==> src/rtl/tpm_pkg.sv <==
package tpm_pkg;

    typedef enum logic {
        ST_IDLE  = 1'b0,
        ST_SERVE = 1'b1
    } tpm_state_e;

    localparam int NUM_PORTS = 2;

    function automatic logic [NUM_PORTS-1:0] port_onehot(input logic port);
        return port ? 2'b10 : 2'b01;
    endfunction

endpackage

==> src/rtl/tpm_pick.sv <==
module tpm_pick (
    input  logic       clk,
    input  logic       rst_n,
    input  logic [1:0] req,
    input  logic       idle,
    output logic       take,
    output logic       win
);
    logic prio_q;
    logic both;

    assign both = req[0] & req[1];
    assign take = req[0] | req[1];
    assign win  = both ? prio_q : req[1];

    always_ff @(posedge clk) begin
        if (!rst_n) begin
            prio_q <= 1'b0;
        end else if (idle && both) begin
            prio_q <= ~prio_q;
        end
    end
endmodule

==> src/rtl/tpm_seq.sv <==
module tpm_seq
    import tpm_pkg::*;
#(
    parameter int SVC_CYC = 2
) (
    input  logic       clk,
    input  logic       rst_n,
    input  logic       take,
    input  logic       win,
    input  logic       sel_we,
    output logic       busy,
    output logic       accept,
    output logic       fin_rd,
    output logic       owner,
    output logic [1:0] gnt,
    output logic [1:0] rvalid
);
    localparam int CW = (SVC_CYC < 2) ? 1 : $clog2(SVC_CYC);

    tpm_state_e state_q, state_d;
    logic [CW-1:0] cnt_q;
    logic          is_rd_q;
    logic          fin;

    assign accept = (state_q == ST_IDLE) && take;
    assign fin    = (state_q == ST_SERVE) && (cnt_q == '0);
    assign fin_rd = fin && is_rd_q;
    assign busy   = (state_q == ST_SERVE);

    always_comb begin
        state_d = state_q;
        unique case (state_q)
            ST_IDLE:  state_d = take ? ST_SERVE : ST_IDLE;
            ST_SERVE: state_d = (cnt_q == '0) ? ST_IDLE : ST_SERVE;
            default:  state_d = ST_IDLE;
        endcase
    end

    always_ff @(posedge clk) begin
        if (!rst_n) begin
            state_q <= ST_IDLE;
        end else begin
            state_q <= state_d;
        end
    end

    always_ff @(posedge clk) begin
        if (!rst_n) begin
            cnt_q   <= '0;
            owner   <= 1'b0;
            is_rd_q <= 1'b0;
            gnt     <= '0;
            rvalid  <= '0;
        end else begin
            gnt    <= accept ? port_onehot(win) : 2'b00;
            rvalid <= fin_rd ? port_onehot(owner) : 2'b00;
            if (accept) begin
                cnt_q   <= CW'(SVC_CYC - 1);
                owner   <= win;
                is_rd_q <= ~sel_we;
            end else if (busy && cnt_q != '0) begin
                cnt_q <= cnt_q - 1'b1;
            end
        end
    end
endmodule

==> src/rtl/tpm_store.sv <==
module tpm_store #(
    parameter int AW = 4,
    parameter int DW = 16
) (
    input  logic          clk,
    input  logic          en,
    input  logic          we,
    input  logic [AW-1:0] addr,
    input  logic [DW-1:0] wdata,
    output logic [DW-1:0] rdata
);
    localparam int DEPTH = 1 << AW;

    logic [DW-1:0] mem [DEPTH];

    always_ff @(posedge clk) begin
        if (en) begin
            if (we) begin
                mem[addr] <= wdata;
            end else begin
                rdata <= mem[addr];
            end
        end
    end
endmodule

==> src/rtl/twoport_mem_arb.sv <==
module twoport_mem_arb #(
    parameter int AW      = 4,
    parameter int DW      = 16,
    parameter int SVC_CYC = 2
) (
    input  logic          clk,
    input  logic          rst_n,
    input  logic          p0_req,
    input  logic          p0_we,
    input  logic [AW-1:0] p0_addr,
    input  logic [DW-1:0] p0_wdata,
    output logic          p0_gnt,
    output logic          p0_rvalid,
    output logic [DW-1:0] p0_rdata,
    input  logic          p1_req,
    input  logic          p1_we,
    input  logic [AW-1:0] p1_addr,
    input  logic [DW-1:0] p1_wdata,
    output logic          p1_gnt,
    output logic          p1_rvalid,
    output logic [DW-1:0] p1_rdata,
    output logic          mem_busy
);
    logic          take, win, accept, fin_rd, owner, busy;
    logic [1:0]    gnt, rvalid;
    logic          sel_we;
    logic [AW-1:0] sel_addr;
    logic [DW-1:0] sel_wdata, store_rd;
    logic [DW-1:0] rdata_q [2];

    assign sel_we    = win ? p1_we    : p0_we;
    assign sel_addr  = win ? p1_addr  : p0_addr;
    assign sel_wdata = win ? p1_wdata : p0_wdata;

    tpm_pick u_pick (
        .clk   (clk),
        .rst_n (rst_n),
        .req   ({p1_req, p0_req}),
        .idle  (~busy),
        .take  (take),
        .win   (win)
    );

    tpm_seq #(.SVC_CYC(SVC_CYC)) u_seq (
        .clk    (clk),
        .rst_n  (rst_n),
        .take   (take),
        .win    (win),
        .sel_we (sel_we),
        .busy   (busy),
        .accept (accept),
        .fin_rd (fin_rd),
        .owner  (owner),
        .gnt    (gnt),
        .rvalid (rvalid)
    );

    tpm_store #(.AW(AW), .DW(DW)) u_store (
        .clk   (clk),
        .en    (accept),
        .we    (sel_we),
        .addr  (sel_addr),
        .wdata (sel_wdata),
        .rdata (store_rd)
    );

    for (genvar g = 0; g < 2; g++) begin : g_rdata
        always_ff @(posedge clk) begin
            if (!rst_n) begin
                rdata_q[g] <= '0;
            end else if (fin_rd && (owner == 1'(g))) begin
                rdata_q[g] <= store_rd;
            end
        end
    end

    assign p0_gnt    = gnt[0];
    assign p1_gnt    = gnt[1];
    assign p0_rvalid = rvalid[0];
    assign p1_rvalid = rvalid[1];
    assign p0_rdata  = rdata_q[0];
    assign p1_rdata  = rdata_q[1];
    assign mem_busy  = busy;
endmodule

==> config.mk <==
export PLATFORM = sky130hd
export DESIGN_NAME = twoport_mem_arb
export DESIGN_NICKNAME = d
export VERILOG_FILES = /design/src/rtl/tpm_pkg.sv /design/src/rtl/tpm_pick.sv /design/src/rtl/tpm_seq.sv /design/src/rtl/tpm_store.sv /design/src/rtl/twoport_mem_arb.sv
export SDC_FILE = /design/constraint.sdc
export NUM_CORES = 1
export LEC_CHECK = 0
export ABC_CLOCK_PERIOD_IN_PS = 3750
export BUFFER_PORTS_ARGS = -buffer_cell sky130_fd_sc_hd__buf_4
export CORE_ASPECT_RATIO = 0.75
export CORE_UTILIZATION = 54
export DETAILED_ROUTE_END_ITERATION = 6
export GPL_ROUTABILITY_DRIVEN = 0
export PLACE_DENSITY = 0.85
export SLEW_MARGIN = 15
export SYNTH_ARGS = -nofsm -noshare
export SYNTH_HDL_FRONTEND = slang
export SYNTH_HIERARCHICAL = 1
export SYNTH_SLANG_ARGS = --single-unit
==> constraint.sdc <==
create_clock -name clk -period 3.75 [get_ports clk]
set_input_delay 0.375 -clock clk [delete_from_list [all_inputs] [get_ports clk]]
set_output_delay 0.375 -clock clk [all_outputs]
set_load 0.005 [all_outputs]
Word level (Yosys, flattened, before mapping). Memories as Yosys holds them, arrays and structs flattened. A register that Yosys moved wholly into a read port is not among the register bits. Cells that the tools add are included.

$add $sub $neg: 1. Mux-type cells: 23. Bitwise logic cells: 9. Reductions and logical operators: 11.

Operators by type and width (count): $mux W16 (3); $mux W1 (16); $logic_and A1 B1 Y1 (7); $reduce_and A2 Y1 (3); $not A1 Y1 (5); $mux W2 (2); $mux W4 (1); $or A1 B1 Y1 (3); $pmux W1 S2 (1); $reduce_bool A2 Y1 (1); $and A1 B1 Y1 (1); $sub A1 B1 Y1 const B (1).

Register bits: 9. Bits in writable memories: 288. Word-level logic and storage cells: 53. Memories: 2.

Memories: u_store.mem (depth 16, width 16, read ports 1, clocked after memory_dff 1, write ports 1, RTL line tpm_store.sv:14) `logic [DW-1:0] mem [DEPTH];`; rdata_q (depth 2, width 16, read ports 2, clocked after memory_dff 0, write ports 2, RTL line twoport_mem_arb.sv:29) `logic [DW-1:0] rdata_q [2];`.

Longest topological paths before layout.
Depth in word-level cells: 8. Mapped depth: 10. Gate-level depth less buffers: 6.

Hierarchy. Netlist, hierarchy kept.

By module, submodules not included: tpm_store (instances 1, cells an instance 438, area an instance 10253.6 sq um, sequential area each 8167.8 sq um); twoport_mem_arb (instances 1, cells an instance 115, area an instance 1475.2 sq um, sequential area each 960.9 sq um); tpm_seq (instances 1, cells an instance 25, area an instance 280.3 sq um, sequential area each 160.2 sq um); tpm_pick (instances 1, cells an instance 8, area an instance 62.6 sq um, sequential area each 20.0 sq um).

Worst setup path before layout. No wires, ideal clock.

Path type: input to register. From: input port p1_req. To: memory u_store.mem[0][0], enable pin. Setup time: 0.409 ns. Arrival: 3.255 ns. Required time: 3.341 ns. Slack: 0.086 ns. Stages on the path: 7. Cells stage by stage: a21boi_0 buf_6 mux2_2 buf_6 buf_2 or3_1 nor3_1.

RTL lines: start, declared (RTL line twoport_mem_arb.sv:15) `input logic p1_req,`; $and A1 B1 Y1 (RTL line tpm_pick.sv:12) `assign both = req[0] & req[1];`; $mux W1 * (RTL line tpm_pick.sv:14) `assign win = both ? prio_q : req[1];`; $mux W4 * (RTL line twoport_mem_arb.sv:32) `assign sel_addr = win ? p1_addr : p0_addr;`; via sel_addr[0] (RTL line twoport_mem_arb.sv:27) `logic [AW-1:0] sel_addr;`; end, declared (RTL line tpm_store.sv:14).

The timed path passes the listed nets; every way through them passes the cells marked *.

Worst setup path in the final report.
From: register u_pick.prio_q. To: register u_store.rdata[7], read port of u_store.mem, data pin.

RTL lines: start, declared (RTL line tpm_pick.sv:9) `logic prio_q;`; start signal, assigned (RTL line tpm_pick.sv:20) `prio_q <= ~prio_q;`; $mux W1 (RTL line tpm_pick.sv:14); via win (RTL line twoport_mem_arb.sv:24) `logic take, win, accept, fin_rd, owner, busy;`; $mux W4 (RTL line twoport_mem_arb.sv:32); via sel_addr[1] (RTL line twoport_mem_arb.sv:27); end, declared (RTL line tpm_store.sv:10) `output logic [DW-1:0] rdata`.

The timed path passes the listed nets, and every way through them passes these cells. A chain may end at the register's enable or synchronous reset.

==> metrics.txt <==
setup bufs post-CTS 0; Setup TNS 0 ns; Non-Filler Instances 1,012; Comb pwr share 0.078; Clock power frac 0.370; CP Capture Type flip-flop; startpoint types flip-flop; worst hold path class primary input to flip-flop; antenna violations before repair 0; Hold Buf Count CTS 0; Total Die Area 23,000 um^2; outcome finished, final reports clean; largest net degree at the start of global routing 35; Net Sw Power 1.56 mW; CTS sink cnt 313; ant diodes 0; synth warn 6; Syn Area/Cell 20.6 um^2; vias per cell 6.08; Pins Over Slew Limit 0; final antenna-violating net count 0; Data required, critical path 4.04 ns; Synthesized Nets 632; # H-tree levels 1; number of synthesized register bits 313; critical path class flip-flop to flip-flop; Tmin final 2.84 ns; Die Y 131 um; Starting DRT DRC Count 725; Distinct cells, synth 37; vias in the first global route 6,259; gr ovfl total 0; share of the clock period used by the worst path 0.758; relative slew slack 0.368; Nets 749; gr usage total 0.226; DRC Markers 0; Final HPWL DP 15.7 mm; VDD IR max 0.000383 V; TritonCTS clock tree built; core region area 21,500 um^2; design internal power 5.67 mW; Net Sw Frac 0.216; clk_skew 0.0173 ns; Max-cap violations 0; CTS buffer count 29; Worst-path clk slew 0.06 ns; Placed Instances 960; Area Growth Syn to Fin 15.9%; hold slack 0.157 ns; Register-to-Register Path Depth 7; Reg power frac 0.552; Syn Inst Count 586; routed length per instance 24.7 um; Final Util 0.650; first-pass GRT wire length 38.2 mm; sequential area share after synthesis 0.771; most common cell after layout, fill and taps aside edfxtp_1; # IOs 83; routed wire length 25.0 mm; pin slew with the least headroom to its limit 0.945 ns; layout cells sized above 1 0.355; Hold Vio Cnt, Final 0; # setup viols final 0; RSZ-0062 raised after global routing false; most frequent cells in the layout 304 x edfxtp_1, 117 x buf_4, 64 x mux4_2, 45 x nor2_1, 40 x nand2_1; CP arrival 3.13 ns; Power, Total 7.23 mW; CTS Buffer Depth 3; first drt pass iteration count 5; Root Driver clkbuf_16; critical-path maximum fanout 31; FILL cells 1,418; Lkg Pwr 4.69 nW; Max Freq 352 MHz; pwr/cell area 517 nW/um^2; initial core utilization 0.561; Worst-Skew Late Latency 0.55 ns; cts repair resizes 0; Port Buffers 82; DIE WIDTH 175 um; row cnt 46; vias 6,158; synthesized area 12,100 um^2; Hold Path Depth 2
logic make-up (layout without fill, tap and decap cells):
family / after synthesis / in the layout / share of synthesized area
flip-flops: 313 / 313 / 0.771
AND/OR/NAND/NOR: 114 / 114 / 0.0432
multiplexers: 86 / 86 / 0.140
AO/OA/AOI/OAI: 37 / 37 / 0.0253
buffers and inverters: 36 / 174 / 0.0205
routing by layer:
metal	track usage	share of wire	vias up	wire [um]
li1	-	-	2604	-
met2	0.355	0.47	361	11800
met5	0	0	-	0
met1	0.327	0.41	3150	10300
met4	0.0580	0.023	0	587
met3	0.0448	0.094	43	2360
flip-flops by register name, indices dropped and copies added (netlist names):
name	count
u_seq/gnt	2
u_store/mem	256
u_seq/owner	1
u_seq/rvalid	2
u_seq/busy	1
u_seq/cnt_q	1
u_store/rdata	16
u_seq/is_rd_q	1
u_pick/prio_q	1
rdata_q	32
final cells by class:
class / instances / area, um^2 / area share
multi-input combinational: 237 / 2550 / 0.182
tap: 288 / 360 / 0.0258
timing repair buffer: 118 / 898 / 0.0642
clock inverter: 20 / 116 / 0.00832
sequential: 313 / 9310 / 0.666
inverter: 4 / 15.0 / 0.00107
clock buffer: 32 / 737 / 0.0527
worst max-delay path: stages (launching register included):
cell	delay [ns]
dfxtp_1	0.35
inv_1	0.07
a21boi_4	0.28
mux2_2	0.56
buf_4	0.50
mux4_2	0.38
a22oi_1	0.31
nand2_1	0.10
synth_stat cells:
| cell type | count | area (um^2) |
|---|---|---|
| edfxtp_1 | 304 | 9130 |
| mux4_2 | 64 | 1440 |
| nor2_1 | 45 | 169 |
| nand2_1 | 40 | 150 |
| a22oi_1 | 26 | 195 |
| mux2_2 | 21 | 236 |
| buf_2 | 12 | 60.1 |
| dfxtp_1 | 9 | 180 |
| clkbuf_1 | 8 | 30.0 |
| a22oi_2 | 6 | 75.1 |
| buf_6 | 5 | 56.3 |
| nor3_1 | 5 | 25.0 |
| inv_1 | 4 | 15.0 |
| nand2b_1 | 4 | 25.0 |
| buf_12 | 3 | 60.1 |
| buf_4 | 3 | 22.5 |
| nand4b_1 | 3 | 26.3 |
| nor2b_1 | 3 | 18.8 |
| and2_1 | 2 | 12.5 |
| nor2_2 | 2 | 12.5 |
| a21boi_0 | 1 | 7.51 |
| and4bb_2 | 1 | 12.5 |
| buf_1 | 1 | 3.75 |
| mux2i_1 | 1 | 10.0 |
| nand3_1 | 1 | 5.00 |
| nand3_2 | 1 | 10.0 |
| nand3b_1 | 1 | 7.51 |
| nand4_1 | 1 | 6.26 |
| nor2b_2 | 1 | 8.76 |
| nor3b_1 | 1 | 7.51 |
| nor3b_2 | 1 | 12.5 |
| o211a_1 | 1 | 10.0 |
| o21a_1 | 1 | 7.51 |
| o21ai_0 | 1 | 5.00 |
| o21ai_1 | 1 | 5.00 |
| or2_2 | 1 | 6.26 |
| or3_1 | 1 | 6.26 |
stage by stage:
stage | cell area (um^2) | setup WS [ns]
after detailed placement | 13100 | 0.791
after CTS | 14000 | 0.891
final | 14000 | 0.907
after global placement | 13100 | 0.875
after global routing | 14000 | 0.751
after floorplan | 12100 | 0.0858
power groups by stage:
| stage | clock [mW] | combinational, mW | sequential, mW |
|---|---|---|---|
| floorplan | 0 | 0.370 | 4.05 |
| global placement | 0 | 0.538 | 4.06 |
| detailed placement | 0 | 0.566 | 4.07 |
| CTS | 2.72 | 0.569 | 3.99 |
| global route | 2.84 | 0.609 | 4.00 |
| finish | 2.67 | 0.564 | 3.99 |
path summary, 6_finish.rpt:
| check | from | end | slack [ns] |
|---|---|---|---|
| max reg2reg | u_pick/prio_q | u_store/rdata[7] | 0.91 |
| max | u_pick/prio_q | u_store/rdata[7] | 0.91 |
| min | rst_n | u_seq/is_rd_q | 0.16 |
| min reg2reg | u_pick/prio_q | u_pick/prio_q | 0.48 |
(Power assumes the default switching activity.)
